<file path="src/rtl/gsb_pkg.sv">
package gsb_pkg;

  localparam int unsigned DEF_PAIRS   = 3;
  localparam int unsigned DEF_CODE_W  = 8;
  localparam int unsigned DEF_ADDR_W  = 7;
  localparam int unsigned DEF_MASTER  = 8;

  // Base address of a left/right channel pair: pair 0 at 0, others at 2+2p.
  function automatic int unsigned pair_base(input int unsigned p);
    return (p == 0) ? 0 : (2 + 2 * p);
  endfunction

  // Address of channel c (c = 2*pair + side, side 0 = left, 1 = right).
  function automatic int unsigned chan_addr(input int unsigned c);
    return pair_base(c / 2) + (c % 2);
  endfunction

endpackage

</file>
<file path="src/rtl/gsb_decode.sv">
module gsb_decode
  import gsb_pkg::*;
#(
  parameter int unsigned NCH         = 6,
  parameter int unsigned CODE_W      = 8,
  parameter int unsigned ADDR_W      = 7,
  parameter int unsigned MASTER_ADDR = 8
) (
  input  logic              wr_en,
  input  logic [ADDR_W-1:0] wr_addr,
  input  logic [CODE_W:0]   wr_data,
  output logic [NCH-1:0]    load_o,
  output logic [CODE_W-1:0] code_o,
  output logic              upd_o
);

  logic [NCH-1:0] hit;
  logic           is_master;

  for (genvar c = 0; c < NCH; c++) begin : g_hit
    localparam int unsigned CA = chan_addr(c);
    assign hit[c] = (wr_addr == ADDR_W'(CA));
  end

  assign is_master = (wr_addr == ADDR_W'(MASTER_ADDR));

  always_comb begin
    load_o = '0;
    if (wr_en) begin
      load_o = is_master ? {NCH{1'b1}} : hit;
    end
  end

  assign code_o = wr_data[CODE_W-1:0];
  assign upd_o  = wr_en && (is_master || (|hit)) && wr_data[CODE_W];

endmodule

</file>
<file path="src/rtl/gsb_pending.sv">
module gsb_pending #(
  parameter int unsigned NCH    = 6,
  parameter int unsigned CODE_W = 8
) (
  input  logic                  clk,
  input  logic                  rst,
  input  logic [NCH-1:0]        load_i,
  input  logic [CODE_W-1:0]     code_i,
  output logic [NCH*CODE_W-1:0] pend_o
);

  for (genvar c = 0; c < NCH; c++) begin : g_slot
    logic [CODE_W-1:0] slot_q;
    always_ff @(posedge clk) begin
      if (rst) begin
        slot_q <= '1;
      end else if (load_i[c]) begin
        slot_q <= code_i;
      end
    end
    assign pend_o[c*CODE_W +: CODE_W] = slot_q;
  end

endmodule

</file>
<file path="src/rtl/gsb_commit_ctl.sv">
module gsb_commit_ctl (
  input  logic clk,
  input  logic rst,
  input  logic upd_i,
  input  logic tick_i,
  output logic xfer_o
);

  logic req_q;

  // A same-cycle update write defers the transfer to the next tick.
  assign xfer_o = tick_i && req_q && !upd_i;

  always_ff @(posedge clk) begin
    if (rst) begin
      req_q <= 1'b0;
    end else if (upd_i) begin
      req_q <= 1'b1;
    end else if (xfer_o) begin
      req_q <= 1'b0;
    end
  end

endmodule

</file>
<file path="src/rtl/gsb_active.sv">
module gsb_active #(
  parameter int unsigned NCH    = 6,
  parameter int unsigned CODE_W = 8
) (
  input  logic                  clk,
  input  logic                  rst,
  input  logic                  xfer_i,
  input  logic [NCH*CODE_W-1:0] pend_i,
  output logic [NCH*CODE_W-1:0] act_o
);

  always_ff @(posedge clk) begin
    if (rst) begin
      act_o <= '1;
    end else if (xfer_i) begin
      act_o <= pend_i;
    end
  end

endmodule

</file>
<file path="src/rtl/gsb_bank.sv">
module gsb_bank
  import gsb_pkg::*;
#(
  parameter int unsigned PAIRS       = DEF_PAIRS,
  parameter int unsigned CODE_W      = DEF_CODE_W,
  parameter int unsigned ADDR_W      = DEF_ADDR_W,
  parameter int unsigned MASTER_ADDR = DEF_MASTER,
  localparam int unsigned NCH        = 2 * PAIRS,
  localparam int unsigned BUS_W      = NCH * CODE_W
) (
  input  logic              clk,
  input  logic              rst,
  input  logic              wr_en,
  input  logic [ADDR_W-1:0] wr_addr,
  input  logic [CODE_W:0]   wr_data,
  input  logic              smp_tick,
  output logic [BUS_W-1:0]  act_codes_o
);

  logic [NCH-1:0]    load;
  logic [CODE_W-1:0] code;
  logic              upd;
  logic              xfer;
  logic [BUS_W-1:0]  pend_q;

  gsb_decode #(
    .NCH(NCH), .CODE_W(CODE_W), .ADDR_W(ADDR_W), .MASTER_ADDR(MASTER_ADDR)
  ) u_dec (
    .wr_en  (wr_en),
    .wr_addr(wr_addr),
    .wr_data(wr_data),
    .load_o (load),
    .code_o (code),
    .upd_o  (upd)
  );

  gsb_pending #(.NCH(NCH), .CODE_W(CODE_W)) u_pend (
    .clk   (clk),
    .rst   (rst),
    .load_i(load),
    .code_i(code),
    .pend_o(pend_q)
  );

  gsb_commit_ctl u_ctl (
    .clk   (clk),
    .rst   (rst),
    .upd_i (upd),
    .tick_i(smp_tick),
    .xfer_o(xfer)
  );

  gsb_active #(.NCH(NCH), .CODE_W(CODE_W)) u_act (
    .clk   (clk),
    .rst   (rst),
    .xfer_i(xfer),
    .pend_i(pend_q),
    .act_o (act_codes_o)
  );

endmodule

</file>
<file path="config.mk">
export PLATFORM = sky130hd
export DESIGN_NAME = gsb_bank
export DESIGN_NICKNAME = d
export VERILOG_FILES = /design/src/rtl/gsb_pkg.sv /design/src/rtl/gsb_decode.sv /design/src/rtl/gsb_pending.sv /design/src/rtl/gsb_commit_ctl.sv /design/src/rtl/gsb_active.sv /design/src/rtl/gsb_bank.sv
export SDC_FILE = /design/constraint.sdc
export NUM_CORES = 1
export LEC_CHECK = 0
export CAP_MARGIN = 10
export CELL_PAD_IN_SITES_DETAIL_PLACEMENT = 0
export CELL_PAD_IN_SITES_GLOBAL_PLACEMENT = 1
export CORE_MARGIN = 1.5
export CORE_UTILIZATION = 40
export CTS_CLUSTER_DIAMETER = 40
export DETAILED_ROUTE_END_ITERATION = 8
export GPL_ROUTABILITY_DRIVEN = 0
export GPL_TIMING_DRIVEN = 0
export HOLD_SLACK_MARGIN = 0.05
export PLACE_DENSITY = 0.87
export SETUP_SLACK_MARGIN = 0.15
export SYNTH_ARGS = -nofsm -noshare
export SYNTH_HDL_FRONTEND = slang
export SYNTH_SLANG_ARGS = --single-unit
</file>
<file path="constraint.sdc">
create_clock -name clk -period 1.9 [get_ports clk]
set_input_delay 0.19 -clock clk [delete_from_list [all_inputs] [get_ports clk]]
set_output_delay 0.19 -clock clk [all_outputs]
set_load 0.1 [all_outputs]
</file>
-- After elaboration in Yosys (flattened, before gate mapping)
Cells that the tools add are included.
- equality and inequality tests: 6
- multiplexer cells: 4
- reductions and logical operators: 9
- operators by type and width (operator ; count):
    7-bit by 3-bit == test with 1-bit output (second input constant) ; 4
    6-bit two-way mux ; 2
    7-bit by 1-bit == test with 1-bit output (second input constant) ; 1
    7-bit by 4-bit == test with 1-bit output (second input constant) ; 1
    7-bit zero test ; 1
    6-bit OR reduction ; 1
    1-bit logical AND ; 4
    1-bit two-way mux ; 2
    2-bit nonzero test ; 1
    1-bit zero test ; 1
    1-bit logical OR ; 1
- bits in registers: 97
- input bits: 20
- output and inout port bits: 48
- logic and storage cells: 27

-- Logic depth before layout (Yosys ltp)
- depth after elaboration: 9
- mapped depth: 6
- depth with buffers taken out: 3

-- Hierarchy
From an unflattened synthesis, not the netlist that was laid out.
- cells, all modules: 351
- area total of the unflattened synthesis: 3893.7 um2
- by module, submodules not included (module ; times used ; cells each ; area each (um2) ; sequential area each (um2)):
    gsb_pending ; 1 ; 155 ; 1816.7 ; 960.9
    gsb_active ; 1 ; 159 ; 1771.7 ; 960.9
    gsb_decode ; 1 ; 32 ; 259.0 ; 0.0
    gsb_commit_ctl ; 1 ; 5 ; 46.3 ; 20.0

-- Least setup slack after synthesis
OpenSTA, ideal clock, no wires.
- kind: in2reg
- start point: input port wr_addr[6]
- end point: register u_pend.g_slot[2].slot_q[0]
- library setup time: 0.072 ns
- arrival time: 1.621 ns
- setup slack: 0.208 ns
- stages on the path: 4
- buffers on the path: 1
- cells stage by stage: or4b_1 > buf_4 > nor4_4 > mux2i_1
- cells in the longest elaborated chain, start to end: 3
- elaborated cells between the ends (all ways): 4
- classes of those cells: 2 x eq/ne; 2 x mux
- ends and longest elaborated chain (what ; line ; text):
    from (decl) ; gsb_bank.sv:14 ; input logic [ADDR_W-1:0] wr_addr,
    7-bit by 3-bit == test with 1-bit output / 7-bit by 4-bit == test with 1-bit output (equally long branches) ; gsb_decode.sv:22, gsb_decode.sv:25 ;
    6-bit two-way mux (*) ; gsb_decode.sv:30 ; load_o = is_master ? {NCH{1'b1}} : hit;
    6-bit two-way mux (*) ; gsb_decode.sv:29 ; if (wr_en) begin
    to (signal assigned) ; gsb_pending.sv:18 ; slot_q <= code_i;
    to (decl) ; gsb_pending.sv:13 ; logic [CODE_W-1:0] slot_q;
Every way passes the cells marked *; elsewhere a longest branch is shown, timed or not.
A chain may end at the register's enable or synchronous reset.

-- Final worst setup path
- start point: register u_act.act_o[17]
- end point: output port act_codes_o[17]
- RTL lines (what ; line ; text):
    from (decl) ; gsb_active.sv:9 ; output logic [NCH*CODE_W-1:0] act_o
    from (signal assigned) ; gsb_active.sv:16 ; act_o <= pend_i;
    to (decl) ; gsb_bank.sv:17 ; output logic [BUS_W-1:0] act_codes_o
No word-level cell between the ends.

==> qor.txt <==
==========================================================================================
Width of the die                                                                    100 µm
Antenna viol nets, final                                                                 0
RSZ-0062 raised after global routing                                                  true
Relative slew slack                                                                  36.2%
CP required                                                                        1.71 ns
N_diodes                                                                                 0
Number of ports placed on the die boundary                                              68
Deepest clock path buffer count                                                          2
Clock tree from TritonCTS                                                            built
Placed Instance Area                                                              4590 µm²
Yosys warning total                                                                      0
Highest achievable clock rate                                                      579 MHz
Ratio of final minimum period to clock period                                        90.8%
Floorplan die height                                                                100 µm
Total power                                                                      0.00371 W
1st-iter DRT viols                                                                     165
Post-synth EDFFs                                                                         0
Worst setup EP type                                                            output port
Lkg Pwr                                                                            1.94 nW
Worst setup skew after layout                                                   0.00601 ns
Synthesized netlist net count                                                          377
Placement-stage worst setup slack                                                -0.811 ns
Synthesized area per cell                                                         10.6 µm²
Shortest clock period the worst path allows after layout                           1.73 ns
Number of standard cells after synthesis                                               357
First-pass GRT wire length                                                        15000 µm
Hold Vio Cnt, Final                                                                      0
Final HPWL DP                                                                      6380 µm
Filler cell count                                                                      838
Standard cell core area                                                           9240 µm²
Detailed-router iteration count before antenna repair                                    4
Slack of the worst reg-to-reg path                                                 0.28 ns
Area of the mapped netlist                                                        3800 µm²
Primary FF master, synth                                                      sky130_fd_sc_hd__dfxtp_1
Clock edge transition at the registers on the reported setup and hold paths        0.09 ns
Initial antenna violation count                                                          0
Post-synthesis cell type with the largest combined area                       sky130_fd_sc_hd__dfxtp_1
Worst-path cell with the longest stage delay                                  sky130_fd_sc_hd__clkdlybuf4s15_1
Adder-cell area share of the yosys netlist                                              0%
Count of input and output buffers                                                       63
Clock sink count                                                                        97
Area of combinational cells with multiple inputs                                  1730 µm²
Share of layout cells above drive strength 1                                         17.9%
Sequential area share after synthesis                                                51.1%
Post-detailed-route via-to-cell ratio                                                 5.34
Detail-routed net length per standard cell                                         16.5 µm
Grt ovf                                                                                  0
Family with the most delay on the worst path                                  buffers and inverters
Path class of the lowest-slack min-delay path                                    in -> reg
# rows                                                                                  35
Cells taking the most area after synthesis                                    sky130_fd_sc_hd__dfxtp_1, sky130_fd_sc_hd__a221o_1, sky130_fd_sc_hd__mux2i_1
Dominant combinational cell family by area after synthesis                    simple AND/OR/NAND/NOR gates
Actual transition at the worst max-transition pin                                 0.961 ns
Maximum net fanout on the critical path                                                  2
Post-layout nets                                                                       462
Largest voltage drop on the vdd net                                               0.360 mV
Area share of xor/xnor cells in the synthesized design                              0.461%
Outcome                                                                       finished clean
Vias in the first global route                                                        2909
Number of synthesized register bits                                                     97
Insertion delay to the later sink of the worst-skew pair                           0.35 ns
Final WL                                                                           9520 µm
CP startpoint kind                                                                register
Clk Tree Root Cell                                                            sky130_fd_sc_hd__clkbuf_8
Simple-gate share of the synthesized area                                            17.5%
Setup Crit Path Kind                                                            reg -> out
Post-CTS Hold Buffers                                                                    0
Fin area                                                                          4850 µm²
H-Tree Level Count                                                                       3
Count of pins over their slew limit                                                      0
Via count                                                                             3075
Maximum number of pins on one net before global-route repair                            16
Effective utilization at floorplan                                                   41.1%
Fraction of registers with async set/reset                                              0%
Synthesized-area fraction occupied by ao, oa, aoi and oai cells                      14.4%
All-layer global routing usage                                                       19.2%
Cell Pwr Density                                                                765 nW/µm²
Area growth, synth to finish                                                         27.6%
Number of distinct library cells after synthesis                                        24
Critical Path Max Stage Delay                                                      0.83 ns
Fraction of post-synthesis cell area in the top cell type by area                    51.1%
Share of synthesized area spent on multiplexers                                      12.6%
Chain of cells forming the critical path                                      clkdlybuf4s15_1
Count of buffering cells on the critical path with inverters included                    1
Number of buffers created by CTS                                                         9
Die outline area                                                                 10100 µm²
Setup violation total in the final timing report                                         0
Sequential Area                                                                   1940 µm²
Slack of the critical path                                                        0.174 ns
Data arrival time of the worst path                                                1.54 ns
Number of design rule violations left after detail routing                               0
Reported max-cap violation count                                                         0
==========================================================================================
## timing repair
action | 4_1_cts | 5_1_grt
hold endpoints to repair | 0 | 0
gates resized for setup | 100 | 61
endpoints found under the setup margin | 145 | 108
buffers inserted | 11 | 0
pin swaps | 6 | 2
## routing by layer
| metal | track usage (%) | up-vias | part of all wire (%) |
|---|---|---|---|
| met4 | 6.93 | 0 | 0.96 |
| li1 | - | 1489 | - |
| met3 | 3.05 | 9 | 4.0 |
| met2 | 30.2 | 80 | 47 |
| met5 | 0 | - | 0 |
| met1 | 26.8 | 1497 | 48 |
## final cells by class
type                            instances  area share [%]
Buffer                                 37            4.08
Clock buffer                           12            3.40
Clock inverter                          4            1.03
Multi-Input combinational cell        223            35.7
Sequential cell                        97            40.0
Tap cell                              129            3.33
Timing Repair Buffer                   74            12.4
## power by group
part	leakage, nW	switching [W]	total, W	internal (W)
clock	0.105	0.000695	0.00141	0.000715
combinational	1.05	0.000177	0.000256	0.0000790
sequential	0.786	0.00000551	0.00205	0.00204
## synth_stat cells (2+ instances only)
| library cell | number |
|---|---|
| sky130_fd_sc_hd__and3_1 | 48 |
| sky130_fd_sc_hd__buf_2 | 5 |
| sky130_fd_sc_hd__xnor2_1 | 2 |
| sky130_fd_sc_hd__nor2_1 | 56 |
| sky130_fd_sc_hd__nand3b_1 | 2 |
| sky130_fd_sc_hd__a211oi_4 | 2 |
| sky130_fd_sc_hd__o21ai_1 | 2 |
| sky130_fd_sc_hd__nand2b_1 | 2 |
| sky130_fd_sc_hd__buf_1 | 2 |
| sky130_fd_sc_hd__a221o_1 | 48 |
| sky130_fd_sc_hd__mux2i_1 | 48 |
| sky130_fd_sc_hd__nor4_4 | 3 |
| sky130_fd_sc_hd__dfxtp_1 | 97 |
| sky130_fd_sc_hd__clkbuf_1 | 29 |
| sky130_fd_sc_hd__nor4b_1 | 2 |
## sequential cells by signal, indices dropped and copies added (netlist names)
signal and flops:
u_act.act_o 48, u_ctl.req_q 1, u_pend.g_slot.slot_q 48
## cells by family after synthesis
logic type      Yosys count
mux                      48
buf+inv                  37
simple gates            119
xor+xnor                  2
compound gates           54
flops                    97
## cells in the final DEF, fill, tap and decap left out, types with 11 or more instances in the layout
cell | netlist | layout
sky130_fd_sc_hd__a221o_1 | 48 | 48
sky130_fd_sc_hd__and3_1 | 48 | 48
sky130_fd_sc_hd__buf_4 | 1 | 13
sky130_fd_sc_hd__clkbuf_1 | 29 | 24
sky130_fd_sc_hd__clkbuf_2 | 0 | 31
sky130_fd_sc_hd__clkbuf_8 | 0 | 13
sky130_fd_sc_hd__clkdlybuf4s15_1 | 0 | 17
sky130_fd_sc_hd__clkdlybuf4s50_1 | 0 | 11
sky130_fd_sc_hd__dfxtp_1 | 97 | 97
sky130_fd_sc_hd__mux2i_1 | 48 | 48
sky130_fd_sc_hd__nor2_1 | 56 | 56
## through the flow
stage / instances / hold WS [ns] / TNS (ns) / utilization [%]
6_report: 576 / 0.445 / 0 / 52.5
4_1_cts: 576 / 0.418 / 0 / 53.7
3_3_place_gp: 549 / 0.475 / -39.92 / 49.7
2_1_floorplan: 357 / 0.402 / 0 / -
3_5_place_dp: 549 / 0.473 / -45.63 / 49.7
5_1_grt: 576 / 0.438 / 0 / 52.5
## final timing paths
path              startpoint  cells after the start                          to
max          u_act.act_o[17]                      1             act_codes_o[17]
min reg2reg   u_act.act_o[6]                      1              u_act.act_o[6]
min               wr_addr[0]                      4  u_pend.g_slot[4].slot_q[1]
max reg2reg      u_ctl.req_q                      5             u_act.act_o[26]
Power figures use the tool's default switching activity.
